--- src/rtl/idle_mode_ctrl.sv ---
module idle_mode_ctrl #(
  parameter int WAKE_DLY = 8,
  parameter int NWAKE    = 4
) (
  input  logic             clk,
  input  logic             rst,
  input  logic             sleep_stb,
  input  logic             idle_en,
  input  logic [1:0]       clk_sel,
  input  logic             sec_osc_en,
  input  logic             sec_osc_ready,
  input  logic [NWAKE-1:0] wake_evt,
  output logic             cpu_clk_en,
  output logic             per_clk_en,
  output logic             per_clk_sec,
  output logic             pri_osc_en,
  output logic             pri_stable,
  output logic             sec_active,
  output logic             sleep_out
);
  localparam int CW = (WAKE_DLY > 1) ? $clog2(WAKE_DLY) : 1;

  typedef enum logic [1:0] {M_RUN, M_IDLE, M_WAKE} mode_t;

  mode_t         mode;
  logic [CW-1:0] dly;
  logic          src_sec;
  logic          flag_pri;
  logic          flag_sec;

  wire want_sec = (clk_sel == 2'b01) && sec_osc_en;
  wire clk_ok   = !src_sec || sec_osc_ready;
  wire in_run   = (mode == M_RUN);

  always_ff @(posedge clk) begin
    if (rst) begin
      mode     <= M_RUN;
      dly      <= '0;
      src_sec  <= 1'b0;
      flag_pri <= 1'b1;
      flag_sec <= 1'b0;
    end else begin
      unique case (mode)
        M_RUN: begin
          src_sec  <= want_sec;
          flag_pri <= !want_sec;
          flag_sec <= want_sec;
          if (sleep_stb && idle_en) mode <= M_IDLE;
        end
        M_IDLE: begin
          if (|wake_evt) begin
            mode <= M_WAKE;
            dly  <= CW'(WAKE_DLY - 1);
          end
        end
        M_WAKE: begin
          if (dly == '0) mode <= M_RUN;
          else           dly  <= dly - 1'b1;
        end
        default: mode <= M_RUN;
      endcase
    end
  end

  assign per_clk_en  = clk_ok;
  assign cpu_clk_en  = in_run && clk_ok;
  assign per_clk_sec = src_sec;
  assign pri_osc_en  = !src_sec;
  assign pri_stable  = flag_pri;
  assign sec_active  = flag_sec;
  assign sleep_out   = in_run && sleep_stb && !idle_en;

  logic [CW:0] wake_seen;
  always_ff @(posedge clk) begin
    if (rst || mode == M_IDLE) wake_seen <= '0;
    else if (mode == M_WAKE)   wake_seen <= wake_seen + 1'b1;
  end

  a_r2_idle_entry: assert property (@(posedge clk) disable iff (rst)
    (in_run && sleep_stb && idle_en) |=> (!cpu_clk_en && mode == M_IDLE));

  a_r3_flags_agree: assert property (@(posedge clk) disable iff (rst)
    (pri_stable != sec_active) && (sec_active == per_clk_sec));

  a_r5_hold_off: assert property (@(posedge clk) disable iff (rst)
    (per_clk_sec && !sec_osc_ready) |-> (!per_clk_en && !cpu_clk_en));

  a_r7_wake_len: assert property (@(posedge clk) disable iff (rst)
    (in_run && $past(mode) == M_WAKE) |-> (wake_seen == (CW+1)'(WAKE_DLY)));

  a_r9_delay_runs: assert property (@(posedge clk) disable iff (rst)
    (mode == M_WAKE && dly != '0) |=> (mode == M_WAKE));

  a_r10_pass_stays: assert property (@(posedge clk) disable iff (rst)
    sleep_out |=> (mode == M_RUN));

  a_r11_src_hold: assert property (@(posedge clk) disable iff (rst)
    (!in_run) |=> (src_sec == $past(src_sec) && pri_stable == $past(pri_stable)));
endmodule

--- config.mk ---
export PLATFORM = sky130hd
export DESIGN_NAME = idle_mode_ctrl
export DESIGN_NICKNAME = d
export VERILOG_FILES = /design/src/rtl/idle_mode_ctrl.sv
export SDC_FILE = /design/constraint.sdc
export NUM_CORES = 1
export LEC_CHECK = 0
export CORE_AREA = 2 2 39 41
export CTS_BUF_LIST = sky130_fd_sc_hd__clkbuf_4
export DETAILED_ROUTE_END_ITERATION = 10
export DIE_AREA = 0 0 41 43
export DONT_BUFFER_PORTS = 1
export PLACE_DENSITY = 0.49
export SYNTH_ARGS = -nofsm -noshare
export SYNTH_HDL_FRONTEND = slang
export SYNTH_SLANG_ARGS = --single-unit
--- constraint.sdc ---
create_clock -name clk -period 1.9 [get_ports clk]
set_input_delay 0.19 -clock clk [delete_from_list [all_inputs] [get_ports clk]]
set_output_delay 0.19 -clock clk [all_outputs]
set_load 0.02 [all_outputs]
==> metrics.md, run 1 <==
| Metric | Value |
|---|---|
| Drt wl/cell | `11.6 um` |
| Run status | `finished clean` |
| Placed cells | `55` |
| Largest net degree at the start of global routing | `10` |
| Via count | `307` |
| Htree depth | `1` |
| M2 GR Usage | `14.7%` |
| # nets final | `60` |
| Die X | `41 um` |
| ANT nets after route | `0` |
| Most common cell in the synthesized netlist | `dfxtp_1` |
| Initial antenna violation count | `0` |
| Post-route cell area | `438 sq um` |
| CP Launch Type | `flop` |
| Clk_skew | `1.81 ps` |
| Final worst setup slack | `432 ps` |
| Synthesized area | `364 sq um` |
| Setup CP Type | `reg -> reg` |
| Clk sink count | `7` |
| R2r worst-path depth | `6` |
| Worst VDD drop | `0.305 mV` |
| CTS tree | `built` |
| Worst min-delay path class | `in -> reg` |
| Site Rows | `14` |
| Total track usage | `10.5%` |
| First-pass GRT wire length | `1150 um` |
| Worst-margin pin slew | `411 ps` |
| Final Critical Period | `1470 ps` |
| Crit Path Max Fanout | `6` |
| First DRT Iteration DRCs | `4` |
| Pre-CTS setup slack | `427 ps` |
| Leading area contributor after synthesis | `dfxtp_1` |
| Core Area | `0.00138 sq mm` |
| Placed Instance Area | `388 sq um` |
| Met3 GRT Util | `4.71%` |
| Vias in the first global route | `275` |
| Area Growth Syn to Fin | `20.3%` |
| RSZ-0062 raised after global routing | `no` |
| Pwr/cell area | `833 mW/mm^2` |
| Ys Warns | `0` |
| Clock Path Buffers | `2` |
| Top cell type's share of synthesized area | `38.5%` |
| Synth Flop Type | `dfxtp_1` |
| Post-CTS Setup Bufs | `0` |
| Final hold vios | `0` |
| GP Congestion | `0.666` |
| Tcrit/Tclk final | `77.3%` |
| Max_cap viols | `0` |
| Endpoints failing setup | `0` |
| Final Non-Filler Cells | `61` |
| Hold Path Sink | `pri_stable` |
| EDFF count, synth | `0` |
| Setup TNS | `0 ps` |
| Die height | `43 um` |
| Pins Over Slew Limit | `0` |
| Cell variety after synth | `22` |
| Initial DRT Pass Iterations | `4` |
| Hold path startpoint | `rst` |
| Top area cells in the synthesized netlist | `dfxtp_1 (38%), ha_1 (6.9%), inv_1 (5.2%), nor3b_4 (5.2%), a221oi_1 (4.8%)` |
| Detailed-route DRC error count | `0` |
| PortBufs | `0` |
| Initial Util | `26.3%` |
| IO Pins | `19` |
| Top Usage Layer GRT | `met2` |
| Synth cell count leaders | `dfxtp_1 (7), inv_1 (5)` |
| Fmax | `0.681 GHz` |
| Syn Area/Cell | `9.58 sq um` |
| Reg2reg end | `dly[1]` |
| Arr. time, crit path | `1630 ps` |
| CTS resizes | `0` |
| Worst slew margin | `72.4%` |
| Clock-pin slew on the worst setup and hold paths | `50 ps` |
| CP Data Required Time | `2060 ps` |
| Final wirelength | `709 um` |
| Clk root buf | `clkbuf_4` |
| Crit. End Element | `flop` |
| M1 GR Usage | `10.9%` |
| Clk Latency, worst-skew pair | `250 ps` |
| Total CTS buffers | `3` |
| Async SR Flop Fraction | `0%` |
| Vias/cell | `5.03` |
| Share of cells above drive strength 1 | `22.2%` |
| Die area | `0.00176 sq mm` |
| Lkg Pwr | `0.166 nW` |
| Worst flop-to-flop path startpoint | `dly[0]` |
| Number of diodes | `0` |
| Worst Hold Depth | `1` |
| Register area share after synthesis | `38.5%` |
| Syn_nets | `52` |
| Mapped Cells | `38` |
| Overflow after GRT | `0` |
| Flops & latches, synth | `7` |
| Reg-to-reg setup timing slack | `430 ps` |
-- sequential cells by signal, indices dropped and copies added (netlist names) --
name	flops
dly	3
sec_active	1
mode	2
pri_stable	1
-- layout by cell type, fill, tap and decap left out --
cell / Yosys / routed
inv_1: 5 / 5
ha_1: 2 / 2
a21oi_1: 2 / 2
o21ai_0: 1 / 1
buf_4: 1 / 3
a31oi_1: 1 / 1
clkbuf_4: 0 / 4
dlygate4sd3_1: 0 / 2
dfxtp_1: 7 / 7
nor4_1: 1 / 1
nand2_1: 2 / 2
o21bai_1: 1 / 1
a221oi_1: 2 / 2
nand3b_1: 1 / 1
or3b_4: 1 / 1
nor2_1: 2 / 2
nor3b_4: 1 / 1
nand2b_1: 1 / 1
or4_4: 1 / 1
a21o_1: 2 / 2
nor3b_1: 1 / 1
a211oi_1: 1 / 1
nor4b_1: 1 / 1
-- through the flow --
step,power [mW],util (%),hold slack [ps]
after floorplan,0.203,-,259
after global placement,0.211,28.0,262
after detailed placement,0.212,28.0,263
after CTS,0.371,30.9,1.92
after global routing,0.390,31.6,21.5
final,0.365,31.6,27.6
-- worst max-delay path by stage --
| stage | endpoint | start | slack, ps | cells past startpoint |
|---|---|---|---|---|
| floorplan | sleep_out | mode[0] | 510 | 2 |
| global placement | dly[2] | dly[0] | 440 | 6 |
| detailed placement | dly[2] | dly[0] | 430 | 6 |
| CTS | dly[2] | dly[0] | 410 | 6 |
| global route | dly[1] | dly[0] | 310 | 6 |
| finish | dly[1] | dly[0] | 430 | 6 |
-- report_power, final --
part | leakage (nW) | total [mW] | internal [mW] | switching (mW)
registers | 0.0572 | 0.163 | 0.155 | 0.00800
logic | 0.0900 | 0.0501 | 0.0250 | 0.0251
clock network | 0.0184 | 0.152 | 0.0945 | 0.0573
-- critical path: stages, from the launching register on --
cell	delay, ps
dfxtp_1	320
inv_1	60
ha_1	190
ha_1	200
nor3b_4	280
nor2_1	70
a221oi_1	250
-- logic make-up after synthesis --
kind of cell	count (synthesis)	synth area share, %
buffers and inverters	7	10.3
and+or+nand+nor	12	25.4
adders and majority gates	2	6.87
AOI/OAI and AO/OA	10	18.9
DFF	7	38.5
-- repair_timing --
action	4_1_cts	5_1_grt
endpoints found under the setup margin	0	0
endpoints found under the hold margin	4	1
hold buffers	1	1
-- metal layers --
layer  vias to the layer above  part of all wire (%)  wire [um]
li1                        150                     -          -
met1                       143                    43        305
met2                        12                    49        347
met3                         2                   4.8         34
met4                         0                   3.1         22
met5                         -                     0          0
-- final cells by class --
type / instances / area (sq um)
multi-input cells: 24 / 186
clock buffers: 4 / 30.0
fillers: 146 / 946
flip-flops and latches: 7 / 140
well taps: 16 / 20.0
repair buffers: 5 / 42.5
inverters: 5 / 18.8
(Power assumes the default switching activity.)
==> run 2: changes to the inputs <==
==> constraint.sdc (replaced) <==
create_clock -name clk -period 1.41 [get_ports clk]
set_input_delay 0.141 -clock clk [delete_from_list [all_inputs] [get_ports clk]]
set_output_delay 0.141 -clock clk [all_outputs]
set_load 0.02 [all_outputs]
==> metrics.md, run 2 (synthesis gave the netlist of run 1 again) <==
| Metric | Value |
|---|---|
| Arr. time, crit path | `1490 ps` |
| Lkg Pwr | `0.186 nW` |
| Worst min-delay path class | `in -> reg` |
| Run status | `finished clean` |
| Placed Instance Area | `418 sq um` |
| HPWL Detailed | `529 um` |
| Initial DRT Pass Iterations | `4` |
| Area Growth Syn to Fin | `36.1%` |
| Number of diodes | `0` |
| Placed cells | `59` |
| Htree depth | `1` |
| IO Pins | `19` |
| Commonest cells after routing, fill and taps aside | `buf_4 (6), dfxtp_1 (5), clkbuf_4 (4)` |
| Endpoints failing setup | `0` |
| Post-route cell area | `495 sq um` |
| Clk sink count | `7` |
| Clk_skew | `4.25 ps` |
| Via count | `308` |
| Post-CTS Setup Bufs | `0` |
| First DRT Iteration DRCs | `4` |
| Final hold vios | `0` |
| Regs by FF count | `dly x3, mode x2` |
| Setup CP Type | `reg -> reg` |
| CP Launch Type | `flop` |
| Worst-margin pin slew | `400 ps` |
| Fmax | `0.759 GHz` |
| Final Non-Filler Cells | `64` |
| Die area | `0.00176 sq mm` |
| GP Congestion | `0.620` |
| Clock Path Buffers | `2` |
| DRT met1 WL | `349 um` |
| Crit. End Element | `flop` |
| Overflow after GRT | `0` |
| Worst slew margin | `73.1%` |
| Clk root buf | `clkbuf_4` |
| Commonest non-fill, non-tap cell in the layout | `buf_4` |
| Largest Register | `dly` |
| # nets final | `63` |
| Pwr/cell area | `1040 mW/mm^2` |
| Met2 routed WL | `426 um` |
| PortBufs | `0` |
| Share of cells above drive strength 1 | `43.8%` |
| Pins Over Slew Limit | `0` |
| CP Data Required Time | `1580 ps` |
| Initial antenna violation count | `0` |
| Clk Latency, worst-skew pair | `250 ps` |
| Total track usage | `9.25%` |
| Pre-CTS setup slack | `12.4 ps` |
| Setup TNS | `0 ps` |
| Worst VDD drop | `0.375 mV` |
| Initial Util | `26.3%` |
| Clock-pin slew on the worst setup and hold paths | `50 ps` |
| Total power | `516 uW` |
| Tcrit/Tclk final | `93.4%` |
| Max reg flops | `3` |
| Top Metal Used | `met4` |
| Drt wl/cell | `12.7 um` |
| Max_cap viols | `0` |
| Final wirelength | `811 um` |
| Crit Path Max Fanout | `4` |
| Total CTS buffers | `3` |
| ANT nets after route | `0` |
| Met3 wire length | `20 um` |
| CTS tree | `built` |
| First-pass GRT wire length | `986 um` |
| Vias in the first global route | `265` |
| Final Critical Period | `1320 ps` |
| Die X | `41 um` |
| Die height | `43 um` |
| Site Rows | `14` |
| Final worst setup slack | `92.6 ps` |
| Vias/cell | `4.81` |
| Largest net degree at the start of global routing | `9` |
| Detailed-route DRC error count | `0` |
| Core Area | `0.00138 sq mm` |
| RSZ-0062 raised after global routing | `no` |
run 2: cell count changes in the layout (fill, tap and decap cells not counted), moves of 2 or more:
cell and change:
inv_1 -2, dfxtp_2 +2, ha_1 -2, dfxtp_1 -2, inv_2 +2, buf_4 +3
ha_4 +2
run 2: worst max-delay path: stages, from the launching register on:
cell     delay, ps
dfxtp_2        330
inv_2           50
ha_4           160
ha_4           160
nor3b_4        220
buf_6          150
inv_1           50
a31oi_1        140
run 2: area by class of cell:
class / count / area [sq um]
flip-flops and latches: 7 / 143
inverters: 5 / 18.8
clock buffers: 4 / 30.0
well taps: 16 / 20.0
fillers: 138 / 888
repair buffers: 8 / 66.3
multi-input cells: 24 / 218
run 2: power breakdown:
group / switching [mW] / internal, mW
clock network: 0.0732 / 0.127
logic: 0.0458 / 0.0507
registers: 0.00972 / 0.209
total: 0.129 / 0.387
run 2: path summary, 6_finish.rpt:
path,startpoint,endpoint,slack (ps),cells past startpoint
max reg2reg,dly[1],dly[0],90,7
min,rst,dly[0],30,2
min reg2reg,dly[0],dly[0],500,2
max,dly[1],dly[0],90,7
run 2: per-layer routing:
metal	GRT usage, %	vias up
met2	12.8	8
met5	0	-
met3	3.14	2
li1	-	158
met4	12.0	0
met1	8.71	140
run 2: through the flow:
step | utilization (%) | hold WS (ps)
floorplan | - | 210
global placement | 30.2 | 214
detailed placement | 30.2 | 213
CTS | 33.5 | 21.5
global route | 35.8 | 12.5
finish | 35.8 | 26.2
run 2: repair_timing:
action,in CTS,in global routing
endpoints found under the hold margin,6,0
gates resized for setup,2,8
setup endpoints to repair,1,4
hold buffers,1,0
pin swaps,1,5
